<file path="src/rtl/dmaring_pkg.sv">
package dmaring_pkg;
  localparam int PTR_W       = 8;
  localparam int CHUNK_SHIFT = 5;
  localparam int ADDR_W      = PTR_W + CHUNK_SHIFT;
  localparam int CODE_W      = 3;

  // Control word, MSB first; positions are fixed by software convention.
  typedef struct packed {
    logic              clr;
    logic [CODE_W-1:0] size;
    logic              en;
    logic [CODE_W-1:0] tcode;
    logic [PTR_W-1:0]  tptr;
    logic [PTR_W-1:0]  rptr;
    logic [PTR_W-1:0]  wptr;
  } ctl_word_t;

  // Chunk-count mask of the ring: 2^(size+1) chunks, size clamped to >= 2.
  function automatic logic [PTR_W-1:0] ring_mask(input logic [CODE_W-1:0] sz);
    int e;
    e = (sz < 3'd2) ? 2 : int'(sz);
    return PTR_W'((1 << (e + 1)) - 1);
  endfunction

  // Compared bits of the trigger: low (8-code) bits, all bits for code 0.
  function automatic logic [PTR_W-1:0] trig_mask(input logic [CODE_W-1:0] code);
    if (code == '0) return '1;
    return PTR_W'((1 << (PTR_W - int'(code))) - 1);
  endfunction
endpackage

</file>
<file path="src/rtl/dmaring_trig_cmp.sv">
module dmaring_trig_cmp
  import dmaring_pkg::*;
(
  input  logic [PTR_W-1:0]  ptr,
  input  logic [PTR_W-1:0]  tptr,
  input  logic [CODE_W-1:0] code,
  output logic              hit
);
  always_comb hit = ((ptr ^ tptr) & trig_mask(code)) == '0;
endmodule

</file>
<file path="src/rtl/dmaring_chan.sv">
module dmaring_chan
  import dmaring_pkg::*;
#(
  parameter bit IS_PLAY = 1'b0
) (
  input  logic             clk,
  input  logic             rst,
  input  logic             ctl_wr,
  input  ctl_word_t        ctl_w,
  input  logic             adv,
  output logic [PTR_W-1:0] hw_ptr,
  output logic             en,
  output logic             step,
  output logic             trig,
  output logic             stall_evt
);
  logic [CODE_W-1:0] size_q, tcode_q;
  logic [PTR_W-1:0]  tptr_q, sw_q, hw_q;
  logic              en_q, trig_q, evt_q;

  logic [PTR_W-1:0]  hw_inc;
  logic              blocked, go, hit;

  always_comb begin
    hw_inc  = (hw_q + 1'b1) & ring_mask(size_q);
    blocked = IS_PLAY ? (hw_q == sw_q) : (hw_inc == sw_q);
    go      = adv && en_q && !ctl_wr;
    step    = go && !blocked;
  end

  dmaring_trig_cmp u_cmp (
    .ptr  (hw_inc),
    .tptr (tptr_q),
    .code (tcode_q),
    .hit  (hit)
  );

  always_ff @(posedge clk) begin
    if (rst) begin
      size_q  <= '0;
      tcode_q <= '0;
      tptr_q  <= '0;
      sw_q    <= '0;
      hw_q    <= '0;
      en_q    <= 1'b0;
      trig_q  <= 1'b0;
      evt_q   <= 1'b0;
    end else begin
      trig_q <= step && hit;
      evt_q  <= go && blocked;
      if (ctl_wr) begin
        if (ctl_w.clr) begin
          size_q  <= '0;
          tcode_q <= '0;
          tptr_q  <= '0;
          sw_q    <= '0;
          hw_q    <= '0;
          en_q    <= 1'b0;
        end else begin
          size_q  <= ctl_w.size;
          tcode_q <= ctl_w.tcode;
          tptr_q  <= ctl_w.tptr;
          en_q    <= ctl_w.en;
          sw_q    <= IS_PLAY ? ctl_w.wptr : ctl_w.rptr;
          if (!ctl_w.en && ctl_w.rptr == '0 && ctl_w.wptr == '0)
            hw_q <= '0;
        end
      end else if (step) begin
        hw_q <= hw_inc;
      end
    end
  end

  assign hw_ptr    = hw_q;
  assign en        = en_q;
  assign trig      = trig_q;
  assign stall_evt = evt_q;
endmodule

</file>
<file path="src/rtl/dmaring_sample_hold.sv">
module dmaring_sample_hold #(
  parameter int SAMPLE_W = 16
) (
  input  logic                clk,
  input  logic                rst,
  input  logic                zero,
  input  logic                load,
  input  logic [SAMPLE_W-1:0] din,
  output logic [SAMPLE_W-1:0] sample
);
  always_ff @(posedge clk) begin
    if (rst || zero) sample <= '0;
    else if (load)   sample <= din;
  end
endmodule

</file>
<file path="src/rtl/dma_ring_ptr_unit.sv">
module dma_ring_ptr_unit
  import dmaring_pkg::*;
#(
  parameter int SAMPLE_W = 16,
  parameter int N_CHAN   = 2
) (
  input  logic                clk,
  input  logic                rst,
  input  logic [1:0]          ctl_wr,
  input  logic [31:0]         ctl_wdata,
  input  logic [1:0]          mv_adv,
  input  logic [SAMPLE_W-1:0] play_din,
  output logic [ADDR_W-1:0]   cap_addr,
  output logic [ADDR_W-1:0]   play_addr,
  output logic                cap_trig,
  output logic                cap_ovf,
  output logic                play_trig,
  output logic                play_unf,
  output logic [SAMPLE_W-1:0] play_sample
);
  localparam int CAP  = 0;
  localparam int PLAY = 1;

  ctl_word_t        w;
  logic [PTR_W-1:0] hw   [N_CHAN];
  logic             en   [N_CHAN];
  logic             step [N_CHAN];
  logic             trig [N_CHAN];
  logic             evt  [N_CHAN];
  logic             zero_play;

  assign w = ctl_word_t'(ctl_wdata);

  for (genvar g = 0; g < N_CHAN; g++) begin : g_chan
    dmaring_chan #(.IS_PLAY(g == PLAY)) u_chan (
      .clk       (clk),
      .rst       (rst),
      .ctl_wr    (ctl_wr[g]),
      .ctl_w     (w),
      .adv       (mv_adv[g]),
      .hw_ptr    (hw[g]),
      .en        (en[g]),
      .step      (step[g]),
      .trig      (trig[g]),
      .stall_evt (evt[g])
    );
  end

  // Zero on the edge of a disabling/clearing write, and whenever idle.
  assign zero_play = ctl_wr[PLAY] ? (w.clr || !w.en) : !en[PLAY];

  dmaring_sample_hold #(.SAMPLE_W(SAMPLE_W)) u_hold (
    .clk    (clk),
    .rst    (rst),
    .zero   (zero_play),
    .load   (step[PLAY]),
    .din    (play_din),
    .sample (play_sample)
  );

  assign cap_addr  = {hw[CAP],  {CHUNK_SHIFT{1'b0}}};
  assign play_addr = {hw[PLAY], {CHUNK_SHIFT{1'b0}}};
  assign cap_trig  = trig[CAP];
  assign cap_ovf   = evt[CAP];
  assign play_trig = trig[PLAY];
  assign play_unf  = evt[PLAY];
endmodule

</file>
<file path="config.mk">
export PLATFORM = sky130hd
export DESIGN_NAME = dma_ring_ptr_unit
export DESIGN_NICKNAME = d
export VERILOG_FILES = /design/src/rtl/dmaring_pkg.sv /design/src/rtl/dmaring_trig_cmp.sv /design/src/rtl/dmaring_chan.sv /design/src/rtl/dmaring_sample_hold.sv /design/src/rtl/dma_ring_ptr_unit.sv
export SDC_FILE = /design/constraint.sdc
export NUM_CORES = 1
export LEC_CHECK = 0
export BUFFER_PORTS_ARGS = -buffer_cell sky130_fd_sc_hd__buf_2
export CORE_UTILIZATION = 54
export CTS_CLUSTER_DIAMETER = 60
export DETAILED_ROUTE_END_ITERATION = 16
export PLACE_DENSITY = 0.8
export SLEW_MARGIN = 40
export SYNTH_ARGS = -nofsm -noshare
export SYNTH_HDL_FRONTEND = slang
export SYNTH_SLANG_ARGS = --single-unit
export TNS_END_PERCENT = 1
</file>
<file path="constraint.sdc">
create_clock -name clk -period 2.95 [get_ports clk]
set_input_delay 0.7375 -clock clk [delete_from_list [all_inputs] [get_ports clk]]
set_output_delay 0.7375 -clock clk [all_outputs]
set_load 0.1 [all_outputs]
</file>
==> qor.csv <==
metric,value,unit
outcome,completed,
p_per_area,466.5,nW/um2
power.leakage,0.002194,uW
hold_path_class,reg -> reg,
holdPathStages,2,
gp_congestion,0.8462,
crit_fanout,11,
finalHoldViolations,0,
maxCapViolCount,0,
rsz0062_at_grt,no,
synth_top_area_frac,0.3711,
clk_latency,0.35,ns
tightest_slew,0.6682,ns
post-cts-setup-buffers,0,
layoutNonFillerInstCount,704,
grt_pass1_vias,3546,
cpPeakStageDelay,0.54,ns
ff2ff_path_depth,10,
yosys.area.top_type,dfxtp_1,
busiest_layer,met2,
portBuffers,89,
synth_edf_count,0,
finalCoreUtilization,0.6554,
hold_start,u_hold.sample[6],
path_class,reg -> reg,
remaining_drc_errors,0,
grt_pass1_wl,17.00,mm
start_util,0.5665,
p_int,1728,uW
clock.fmax,0.3750,GHz
area_growth,15.70,%
finalPower,2387,uW
dieArea,8556,um2
power_frac_seq,0.486,
ys_seq_elements,82,
layout-drive-gt1-share,0.2159,
clkTransAtPathRegs,0.09,ns
cp-end-kind,flip-flop,
avgSynthCellArea,8.425,um2
setup.worst_path.start,g_chan[0].u_chan.tcode_q[1],
dr.first_iter.drc_count,156,
wire_per_inst,14.55,um
grt_antenna_before_repair,0,
track_usage,0.2489,
drt_wl_total,10.24,mm
maxSlewViolCount,0,
yosysUniqueCellTypes,55,
dpl.cell_count,688,
period_needed,2.667,ns
reg2reg_from,g_chan[0].u_chan.tcode_q[1],
cp.required,3.20,ns
slowest_stage,dfxtp_1,
grt_max_degree,45,
ant_nets,0,
synthTopCellsByCount,"nor2_1 (91), dfxtp_1 (82), mux2i_1 (51)",
netlist_instances,525,
finClkSkew,0.007559,ns
nNetsFinal,658,
die_width,92.50,um
cts_made_buffers,9,
ys_seq_area_frac,0.3711,
async_flop_share,0,
switching_share,0.2762,
pwr-share-comb,0.121,
setup_viol,0,
htreeDepth,3,
pwr-share-clk,0.393,
rows,32,
switchingPower,659.3,uW
synth_most_common_cell,nor2_1,
num_antenna_cells,0,
cts_buffer_depth,2,
dr.pass1.iters,4,
vias,3830,
critPathLaunchType,flip-flop,
vias_per_cell,5.440,
met1_usage,0.3222,
ys.flop_type,dfxtp_1,
core-area,7807,um2
io_pins,100,
cts.sinks,82,
yosys-top-cells-area,"dfxtp_1 (37%), mux2i_1 (12%), nor2_1 (7.7%), nor2b_1 (4.5%), xor2_1 (4.2%)",
grt_use_met2,0.4148,
cts-hold-fix-buffers,0,
cts-resized-gates,0,
crit_chain,"nor2_1, ha_1, nand3b_1, ha_1, inv_1, o22ai_1, a21oi_1, nor4_1, nand4_1, nor4_1",
cts_tree,yes,
vdd_ir_drop_max,361.4,uV
grt_overflow,0,
setup_tns,0,ns
syn_area,4423,um2
fin_crit_sh,0.9040,
dp_hpwl,7.486,mm
arrival,2.92,ns
slew_headroom,0.5545,
die_y,92.50,um
ys_warn_count,0,
met3_usage,0.04269,
cts-root-buf,clkbuf_8,
metal layers:
layer | wire (um) | share of wire | up-vias
li1 | - | - | 1925
met1 | 4499 | 0.44 | 1765
met2 | 4990 | 0.49 | 123
met3 | 575 | 0.056 | 17
met4 | 174 | 0.017 | 0
met5 | 0 | 0 | -
cell type report:
type                    count  area, um2
fillers                   662       2690
multi-input cells         398       2579
flip-flops and latches     82       1648
repair buffers             95      493.0
well taps                 102      127.6
clock buffers               9      123.9
clock inverters             7      105.1
inverters                  11      41.29
power by group through the flow:
stage / logic [uW] / clock network [uW] / registers, uW
floorplan: 230 / 0 / 1180
global placement: 281 / 0 / 1180
detailed placement: 288 / 0 / 1180
CTS: 290 / 954 / 1160
global route: 318 / 993 / 1160
finish: 290 / 938 / 1160
worst paths after layout:
path                                         endpoint  slack [ns]
worst max register to register  g_chan[0].u_chan.trig        0.28
worst max-delay path            g_chan[0].u_chan.trig        0.28
worst min register to register       u_hold.sample[6]        0.50
worst min-delay path                 u_hold.sample[6]        0.50
cell usage in the layout, fill, tap and decap left out, types with 8 or more instances in the layout:
master,instances
nor2_1,91
buf_2,88
dfxtp_1,77
mux2i_1,51
nor2b_1,32
a21oi_1,29
xor2_1,21
nand2_1,17
nand3_1,17
xnor2_1,16
o21ai_0,14
inv_1,11
conb_1,10
nor3_1,9
clkbuf_8,9
nand3b_1,8
critical path: cells and delay by family, from the launching register on:
kind                       cells  cell delay, ns
DFF                            1            0.54
buffers and inverters          1            0.04
adders and majority gates      2            0.70
AOI/OAI and AO/OA              2            0.19
and+or+nand+nor                5            1.09
logic make-up after synthesis:
family | Yosys count | synth area share
AO/OA/AOI/OAI | 78 | 0.1109
XOR/XNOR | 38 | 0.07864
adder cells (fa/ha/maj) | 7 | 0.01980
buffers and inverters | 54 | 0.05686
flip-flops | 82 | 0.3711
multiplexers | 53 | 0.1214
other | 1 | 0.0008478
AND/OR/NAND/NOR | 212 | 0.2405
flip-flops by register name, summed over array words and instances (netlist names):
| register | cells |
|---|---|
| u_hold.sample | 16 |
| g_chan.u_chan.stall_evt | 2 |
| g_chan.u_chan.size_q | 6 |
| g_chan.u_chan.sw_q | 16 |
| g_chan.u_chan.tcode_q | 6 |
| g_chan.u_chan.tptr_q | 16 |
| g_chan.u_chan.trig | 2 |
| g_chan.u_chan.en | 2 |
| g_chan.u_chan.hw_ptr | 16 |
through the flow:
| stage | cell area (um2) | hold WS [ns] | worst slack, ns |
|---|---|---|---|
| 6_report | 5117 | 0.4997 | 0.2833 |
| 2_1_floorplan | 4463 | 0.4579 | 0.04462 |
| 3_5_place_dp | 4886 | 0.4825 | 0.3684 |
| 3_3_place_gp | 4886 | 0.4683 | 0.4745 |
| 4_1_cts | 5115 | 0.5042 | 0.3363 |
| 5_1_grt | 5117 | 0.5282 | 0.02583 |
Note: power is estimated with default switching activity, not from simulation.
